--- config.mk ---
export PLATFORM = sky130hd
export DESIGN_NAME = usb_irq_aggregator
export DESIGN_NICKNAME = d
export VERILOG_FILES = /design/src/rtl/usbirq_pkg.sv /design/src/rtl/usbirq_idle_timer.sv /design/src/rtl/usbirq_srcbank.sv /design/src/rtl/usb_irq_aggregator.sv
export SDC_FILE = /design/constraint.sdc
export NUM_CORES = 1
export LEC_CHECK = 0
export BUFFER_PORTS_ARGS = -buffer_cell sky130_fd_sc_hd__buf_2
export CAP_MARGIN = 20
export CELL_PAD_IN_SITES_DETAIL_PLACEMENT = 0
export CELL_PAD_IN_SITES_GLOBAL_PLACEMENT = 1
export CORE_ASPECT_RATIO = 1.2
export CORE_MARGIN = 3
export CORE_UTILIZATION = 41
export DETAILED_ROUTE_END_ITERATION = 6
export GPL_ROUTABILITY_DRIVEN = 0
export GPL_TIMING_DRIVEN = 0
export PLACE_DENSITY = 0.76
export SLEW_MARGIN = 20
export SYNTH_ARGS = -nofsm -noshare
export SYNTH_HDL_FRONTEND = slang
export SYNTH_HIERARCHICAL = 1
export SYNTH_SLANG_ARGS = --single-unit
--- constraint.sdc ---
create_clock -name clk -period 2.3 [get_ports clk]
set_input_delay 0.46 -clock clk [delete_from_list [all_inputs] [get_ports clk]]
set_output_delay 0.46 -clock clk [all_outputs]
set_load 0.005 [all_outputs]
--- src/rtl/usbirq_pkg.sv ---
package usbirq_pkg;
  localparam int REG_W    = 32;
  localparam int EP_HALF  = 16;
  localparam int DEV_W    = 8;
  localparam int DEV_EARLY_SUSP = 2;

  typedef enum logic [1:0] {
    RA_EP_PEND  = 2'd0,
    RA_EP_MASK  = 2'd1,
    RA_DEV_PEND = 2'd2,
    RA_DEV_MASK = 2'd3
  } reg_addr_e;

  function automatic logic [REG_W-1:0] ep_impl_bits(input int n);
    logic [REG_W-1:0] v;
    v = '0;
    for (int i = 0; i < EP_HALF; i++) begin
      if (i < n) begin
        v[i]           = 1'b1;
        v[EP_HALF + i] = 1'b1;
      end
    end
    return v;
  endfunction
endpackage

--- src/rtl/usbirq_idle_timer.sv ---
module usbirq_idle_timer #(
  parameter int IDLE_CYCLES = 180000
) (
  input  logic clk,
  input  logic rst,
  input  logic line_idle,
  output logic fire
);
  localparam int CW = $clog2(IDLE_CYCLES + 1);
  localparam logic [CW-1:0] LAST = CW'(IDLE_CYCLES - 1);

  logic [CW-1:0] cnt;
  logic          done;

  always_ff @(posedge clk) begin
    if (rst) begin
      cnt  <= '0;
      done <= 1'b0;
      fire <= 1'b0;
    end else if (!line_idle) begin
      cnt  <= '0;
      done <= 1'b0;
      fire <= 1'b0;
    end else if (!done && cnt == LAST) begin
      done <= 1'b1;
      fire <= 1'b1;
    end else begin
      fire <= 1'b0;
      if (!done) cnt <= cnt + 1'b1;
    end
  end

  AST_FIRE_SINGLE: assert property (@(posedge clk) disable iff (rst)
    fire |=> !fire);
  AST_FIRE_NEEDS_IDLE: assert property (@(posedge clk) disable iff (rst)
    !line_idle |=> !fire);
endmodule

--- src/rtl/usbirq_srcbank.sv ---
module usbirq_srcbank #(
  parameter int            W    = 32,
  parameter logic [W-1:0]  IMPL = '1
) (
  input  logic         clk,
  input  logic         rst,
  input  logic [W-1:0] src,
  input  logic         wr_pend,
  input  logic         wr_mask,
  input  logic [W-1:0] wdata,
  output logic [W-1:0] pend,
  output logic [W-1:0] mask,
  output logic         active
);
  logic [W-1:0] clr;

  always_comb clr = wr_pend ? wdata : '0;

  always_ff @(posedge clk) begin
    if (rst) begin
      pend <= '0;
      mask <= IMPL;
    end else begin
      pend <= (src | (pend & ~clr)) & IMPL;
      if (wr_mask) mask <= wdata & IMPL;
    end
  end

  always_comb active = |(pend & ~mask);

  AST_SET_WINS: assert property (@(posedge clk) disable iff (rst)
    ((src & IMPL) != '0) |=> ((pend & $past(src & IMPL)) == $past(src & IMPL)));
  AST_W1C_EXACT: assert property (@(posedge clk) disable iff (rst)
    (wr_pend && src == '0) |=> (pend == ($past(pend) & ~$past(wdata))));
  AST_UNIMPL_ZERO: assert property (@(posedge clk) disable iff (rst)
    ((pend | mask) & ~IMPL) == '0);
endmodule

--- src/rtl/usb_irq_aggregator.sv ---
module usb_irq_aggregator
  import usbirq_pkg::*;
#(
  parameter int NEP         = 4,
  parameter int IDLE_CYCLES = 180000
) (
  input  logic             clk,
  input  logic             rst,
  input  logic [NEP-1:0]   ep_in_req,
  input  logic [NEP-1:0]   ep_out_req,
  input  logic             ev_set_cfg,
  input  logic             ev_set_intf,
  input  logic             ev_bus_reset,
  input  logic             ev_suspend,
  input  logic             ev_sof,
  input  logic             ev_enum_done,
  input  logic             ev_status_chg,
  input  logic             line_idle,
  input  logic [1:0]       bus_addr,
  input  logic             bus_we,
  input  logic [REG_W-1:0] bus_wdata,
  output logic [REG_W-1:0] bus_rdata,
  output logic             irq
);
  localparam logic [REG_W-1:0] EP_IMPL  = ep_impl_bits(NEP);
  localparam logic [DEV_W-1:0] DEV_IMPL = '1;

  logic [REG_W-1:0] ep_src, ep_pend, ep_mask;
  logic [DEV_W-1:0] dev_src, dev_pend, dev_mask;
  logic             es_fire, ep_active, dev_active;
  reg_addr_e        sel;

  always_comb sel = reg_addr_e'(bus_addr);

  generate
    for (genvar i = 0; i < EP_HALF; i++) begin : g_ep_map
      if (i < NEP) begin : g_used
        assign ep_src[i]           = ep_in_req[i];
        assign ep_src[EP_HALF + i] = ep_out_req[i];
      end else begin : g_unused
        assign ep_src[i]           = 1'b0;
        assign ep_src[EP_HALF + i] = 1'b0;
      end
    end
  endgenerate

  always_comb dev_src = {ev_status_chg, ev_enum_done, ev_sof, ev_suspend,
                         ev_bus_reset, es_fire, ev_set_intf, ev_set_cfg};

  usbirq_idle_timer #(.IDLE_CYCLES(IDLE_CYCLES)) u_idle (
    .clk(clk), .rst(rst), .line_idle(line_idle), .fire(es_fire)
  );

  usbirq_srcbank #(.W(REG_W), .IMPL(EP_IMPL)) u_ep (
    .clk(clk), .rst(rst), .src(ep_src),
    .wr_pend(bus_we && sel == RA_EP_PEND),
    .wr_mask(bus_we && sel == RA_EP_MASK),
    .wdata(bus_wdata), .pend(ep_pend), .mask(ep_mask), .active(ep_active)
  );

  usbirq_srcbank #(.W(DEV_W), .IMPL(DEV_IMPL)) u_dev (
    .clk(clk), .rst(rst), .src(dev_src),
    .wr_pend(bus_we && sel == RA_DEV_PEND),
    .wr_mask(bus_we && sel == RA_DEV_MASK),
    .wdata(bus_wdata[DEV_W-1:0]), .pend(dev_pend), .mask(dev_mask),
    .active(dev_active)
  );

  always_ff @(posedge clk) begin
    if (rst) begin
      irq       <= 1'b0;
      bus_rdata <= '0;
    end else begin
      irq <= ep_active | dev_active;
      unique case (sel)
        RA_EP_PEND:  bus_rdata <= ep_pend;
        RA_EP_MASK:  bus_rdata <= ep_mask;
        RA_DEV_PEND: bus_rdata <= {{(REG_W-DEV_W){1'b0}}, dev_pend};
        RA_DEV_MASK: bus_rdata <= {{(REG_W-DEV_W){1'b0}}, dev_mask};
        default:     bus_rdata <= '0;
      endcase
    end
  end

  AST_IRQ_QUIET: assert property (@(posedge clk) disable iff (rst)
    !(ep_active || dev_active) |=> !irq);
  AST_IRQ_FOLLOW: assert property (@(posedge clk) disable iff (rst)
    (ep_active || dev_active) |=> irq);
endmodule

==> flow_metrics.env, run 1 <==
export IMPL_ctsRootBufferMaster="clkbuf_8"
export IMPL_crit_path_cell_trace="ha_1 > nor4b_1 > nand3_1 > o21ai_2 > or4_1 > a21oi_1"
export IMPL_timing_critical_path_from="u_idle/cnt[0]"
export IMPL_finalNonFillerCells=672
export IMPL_hold_path_class="in2reg"
export IMPL_max_cap_violations=0
export IMPL_final_layout_size_suffix_gt1_frac=0.275
export IMPL_worstSetupStartpointType="flop"
export IMPL_worst_ep_arrival_time_ns=2.15
export IMPL_rows=38
export IMPL_fin_total_pwr_uw=3180
export IMPL_clk_insertion_delay_late_ns=0.34
export IMPL_setup_tns_final_ns=0
export IMPL_final_antenna_net_count=0
export IMPL_cts_post_setup_buffers_inserted=0
export IMPL_detail_route_wl_per_cell_um=12.0
export IMPL_fin_skew_ns=0.0107
export IMPL_outcome="finished, final reports clean"
export IMPL_final_worst_path_period_share=0.845
export IMPL_numPlacedInstances=657
export IMPL_setup_violations=0
export IMPL_maxSlewViolCount=0
export IMPL_io_buffers=64
export IMPL_drt_vias_per_instance=4.56
export IMPL_area_delta_synth_final_pct=22.3
export IMPL_switchingPower_uw=721
export IMPL_drt_initial_drc_count=96
export IMPL_placeableCoreArea_um2=9180
export IMPL_antenna_found_initial=0
export IMPL_ios=86
export IMPL_critical_path_class="reg2reg"
export IMPL_dp_hpwl_mm=5.98
export IMPL_post_route_util=0.524
export IMPL_timing_hold_violations_final=0
export IMPL_total_routing_usage_gr=0.157
export IMPL_tritoncts="built"
export IMPL_finish_net_count=602
export IMPL_comb_power_share=0.119
export IMPL_reg2reg_depth=6
export IMPL_cts_path_max_buffers=2
export IMPL_route_final_wire_length_mm=8.09
export IMPL_cts_resized=0
export IMPL_worst_voltage_drop_across_the_vdd_grid_mv=0.324
export IMPL_post_route_min_period_ns=1.94
export IMPL_tritoncts_num_sinks=85
export IMPL_grt_pass1_wl_mm=13.4
export IMPL_cpPeakStageDelay_ns=0.37
export IMPL_n_antenna_cell=0
export IMPL_worst_hold_path_num_cells=3
export IMPL_critPathSlowestCell="dfxtp_1"
export IMPL_min_from="ep_out_req[2]"
export IMPL_power_internal_uw=2460
export IMPL_regToRegSetupSlack_ns=0.36
export IMPL_first_global_vias=2883
export IMPL_tritoncts_num_buffers=9
export IMPL_worstPathMaxFanout=10
export IMPL_detail_route_first_pass_iterations=4
export IMPL_syn_instance_count=426
export IMPL_ys_warnings_count=6
export IMPL_starting_utilization_of_the_core_area=0.428
export IMPL_timing_critical_path_required_ns=2.51
export IMPL_r2r_start="u_idle/cnt[0]"
export IMPL_dr_vias=3062
export IMPL_netlist_area_um2=3930
export IMPL_ctsHoldBuffers=0
export IMPL_ctsHtreeMaxLevel=3
export IMPL_global_route_overflow_total=0
export IMPL_fp_dieW_um=95.4
export IMPL_grt_start_max_net_pins=14
export IMPL_grt_setup_unrepaired="false"
export IMPL_sw_frac_of_total=0.227
export IMPL_pwr_share_seq=0.495
export IMPL_clkSlewWorstSetupHoldPaths_ns=0.08
export IMPL_floorplan_die_height_um=113
export IMPL_syn_area_cell_um2=9.22
export IMPL_power_leakage_uw=0.00227
export IMPL_max_clock_freq_mhz=515
export IMPL_endpoint_kind="flop"
export IMPL_power_per_cell_area_nw_per_um2=662
export IMPL_pwr_share_clk=0.386
export IMPL_design_die_area_um2=10800
export IMPL_drc_violations_left=0
==> state kept, by name, summed over array words and instances (netlist names) <==
signal	count
u_ep/pend	8
u_idle/fire	1
u_ep/mask	8
u_dev/pend	8
bus_rdata	32
u_idle/done	1
irq	1
u_dev/mask	8
u_idle/cnt	18
==> power by group through the flow <==
stage / combinational [uW] / sequential [uW] / clock (uW)
after CTS: 378 / 1580 / 1270
after global placement: 373 / 1610 / 0
after detailed placement: 377 / 1610 / 0
after floorplan: 261 / 1610 / 0
final: 379 / 1570 / 1230
after global routing: 426 / 1590 / 1330
==> worst paths after layout <==
check	to
max	u_idle/cnt[15]
min reg2reg	u_dev/pend[2]
min	u_ep/pend[18]
max reg2reg	u_idle/cnt[15]
==> area by class of cell <==
type                            instances  area, um2
Clock buffer                           11        131
Tap cell                              120        150
Timing Repair Buffer                   64        320
Fill cell                             917       4370
Multi-Input combinational cell        303       1830
Sequential cell                        85       1700
Buffer                                 69        514
Inverter                               16       60.1
Clock inverter                          4       97.6
==> cell usage in the layout, fill, tap and decap left out, drive strengths merged, types with 7 or more instances in the layout <==
master and count:
inv 16, nand2 23, nor2 56, clkbuf 17
xor2 7, a211o 16, a21oi 22, conb 48
nor2b 18, mux2i 40, nand3 7, buf 127
dfxtp 85, o22ai 16
==> worst max-delay path, delay by kind of cell (launching register included) <==
family	cells	cell delay (ns)
and+or+nand+nor	3	0.78
DFF	1	0.37
AOI/OAI and AO/OA	2	0.42
adders and majority gates	1	0.23
==> layer usage <==
layer,routed length [um],vias up,GRT usage,share of wire
li1,-,1597,-,-
met1,3660,1402,0.192,0.45
met2,4010,52,0.268,0.50
met3,284,11,0.0286,0.035
met4,138,0,0.0654,0.017
met5,0,-,0,0
==> stage by stage <==
stage / cell area, um2 / setup WS [ns] / hold slack [ns]
floorplan: 4110 / 0.717 / 0.413
global route: 4800 / 0.0985 / 0.317
finish: 4800 / 0.357 / 0.318
global placement: 4580 / 0.450 / 0.421
CTS: 4800 / 0.382 / 0.307
detailed placement: 4580 / 0.404 / 0.433
(Power assumes the default switching activity.)
==> run 2, diff against run 1 <==
CORE_UTILIZATION = 37   (was 41)
PLACE_DENSITY = 0.72   (was 0.76)
clock period = 1.76 ns   (was 2.3 ns; I/O delays follow)
==> flow_metrics.env, run 2 (synthesis gave the netlist of run 1 again) <==
export IMPL_outcome="finished, final reports clean"
export IMPL_fin_skew_ns=0.00484
export IMPL_post_route_util=0.480
export IMPL_power_per_cell_area_nw_per_um2=882
export IMPL_grt_start_max_net_pins=13
export IMPL_worst_ep_arrival_time_ns=1.92
export IMPL_sw_frac_of_total=0.225
export IMPL_registers_top_by_ff_count="bus_rdata"
export IMPL_pwr_share_seq=0.477
export IMPL_setup_violations=0
export IMPL_pwr_share_clk=0.409
export IMPL_rows=40
export IMPL_r2r_start="u_idle/cnt[5]"
export IMPL_most_common_library_cell_in_the_layout_ignoring_fill_and_taps="dfxtp_1"
export IMPL_final_layout_size_suffix_gt1_frac=0.293
export IMPL_power_internal_uw=3350
export IMPL_placeableCoreArea_um2=10200
export IMPL_io_buffers=64
export IMPL_dp_hpwl_mm=6.09
export IMPL_critical_path_class="reg2reg"
export IMPL_grt_setup_unrepaired="false"
export IMPL_timing_critical_path_from="u_idle/cnt[5]"
export IMPL_final_worst_path_period_share=0.942
export IMPL_design_die_area_um2=11900
export IMPL_ctsRootBufferMaster="clkbuf_16"
export IMPL_detail_route_first_pass_iterations=4
export IMPL_finish_net_count=602
export IMPL_area_delta_synth_final_pct=24.8
export IMPL_largest_reg_flops=32
export IMPL_max_cap_violations=0
export IMPL_place_ws_ns=-0.101
export IMPL_detail_route_wl_per_cell_um=12.2
export IMPL_worstSetupStartpointType="flop"
export IMPL_starting_utilization_of_the_core_area=0.385
export IMPL_worstPathMaxFanout=10
export IMPL_switchingPower_uw=971
export IMPL_tritoncts_num_buffers=9
export IMPL_timing_critical_path_required_ns=2.02
export IMPL_post_route_min_period_ns=1.66
export IMPL_cts_path_max_buffers=2
export IMPL_hold_path_class="in2reg"
export IMPL_most_common_layout_cells="dfxtp_1, buf_2, nor2_1"
export IMPL_fp_dieW_um=100
export IMPL_clkSlewWorstSetupHoldPaths_ns=0.06
export IMPL_worst_voltage_drop_across_the_vdd_grid_mv=0.380
export IMPL_max_clock_freq_mhz=603
export IMPL_finalNonFillerCells=676
export IMPL_clk_insertion_delay_late_ns=0.33
export IMPL_n_antenna_cell=0
export IMPL_floorplan_die_height_um=119
export IMPL_dr_vias=3038
export IMPL_first_global_vias=2838
export IMPL_ios=86
export IMPL_drc_violations_left=0
export IMPL_total_routing_usage_gr=0.142
export IMPL_drt_vias_per_instance=4.49
export IMPL_postPlaceCellArea_um2=4580
export IMPL_global_route_overflow_total=0
export IMPL_timing_hold_violations_final=0
export IMPL_cts_post_setup_buffers_inserted=0
export IMPL_route_final_wire_length_mm=8.25
export IMPL_power_leakage_uw=0.00231
export IMPL_biggestRegsByFlops="bus_rdata x32, u_idle/cnt x18"
export IMPL_ctsHtreeMaxLevel=3
export IMPL_numPlacedInstances=663
export IMPL_worst_slack_ns=0.101
export IMPL_comb_power_share=0.115
export IMPL_drt_initial_drc_count=80
export IMPL_setup_tns_final_ns=0
export IMPL_antenna_found_initial=0
export IMPL_final_antenna_net_count=0
export IMPL_endpoint_kind="flop"
export IMPL_maxSlewViolCount=0
export IMPL_finish_instance_area_um2=4900
export IMPL_grt_pass1_wl_mm=13.3
export IMPL_tritoncts_num_sinks=85
export IMPL_min_from="ev_status_chg"
export IMPL_num_fill_cells=1040
export IMPL_tritoncts="built"
==> run 2: cell type report <==
cell class              count  area, um2  area share
inverters                  16       60.1      0.0123
plain buffers              69        514       0.105
multi-input cells         303       1870       0.382
well taps                 126        158      0.0322
clock inverters             3       40.0     0.00817
repair buffers             64        320      0.0653
clock buffers              10        229      0.0467
flip-flops and latches     85       1710       0.348
==> run 2: repair_timing <==
item,4_1_cts,5_1_grt
gates resized for setup,5,8
gates cloned,0,0
pin swaps,1,2
endpoints found under the setup margin,8,8
hold buffers,0,0
==> run 2: worst paths after layout <==
kind | end | slack, ns | cells after the start
max | u_idle/cnt[13] | 0.10 | 5
min | u_dev/pend[7] | 0.23 | 3
max reg2reg | u_idle/cnt[13] | 0.10 | 5
min reg2reg | u_dev/pend[2] | 0.44 | 2
==> run 2: worst max-delay path: stages, from the launching register on <==
cell and delay (ns):
dfxtp_2 0.39, nand4_2 0.16, or2_1 0.28, buf_6 0.14
or4_1 0.46, a21oi_1 0.15
==> run 2: power by group through the flow <==
stage / Combinational [uW] / Clock [uW] / Sequential [uW]
3_3_place_gp: 489 / 0 / 2100
6_report: 495 / 1770 / 2060
4_1_cts: 494 / 1820 / 2060
5_1_grt: 556 / 1890 / 2070
2_1_floorplan: 341 / 0 / 2100
3_5_place_dp: 493 / 0 / 2110
==> run 2: per-layer routing <==
layer,up-vias,global-route usage,share of wire
met5,-,0,0
met4,0,0.0607,0.019
met3,11,0.0258,0.051
met2,55,0.249,0.50
met1,1371,0.166,0.43
li1,1601,-,-
==> run 2: per-stage QoR <==
| step | hold WS, ns | total power (uW) |
|---|---|---|
| 2_1_floorplan | 0.413 | 2440 |
| 3_3_place_gp | 0.425 | 2590 |
| 3_5_place_dp | 0.437 | 2600 |
| 4_1_cts | 0.220 | 4380 |
| 5_1_grt | 0.246 | 4510 |
| 6_report | 0.225 | 4320 |
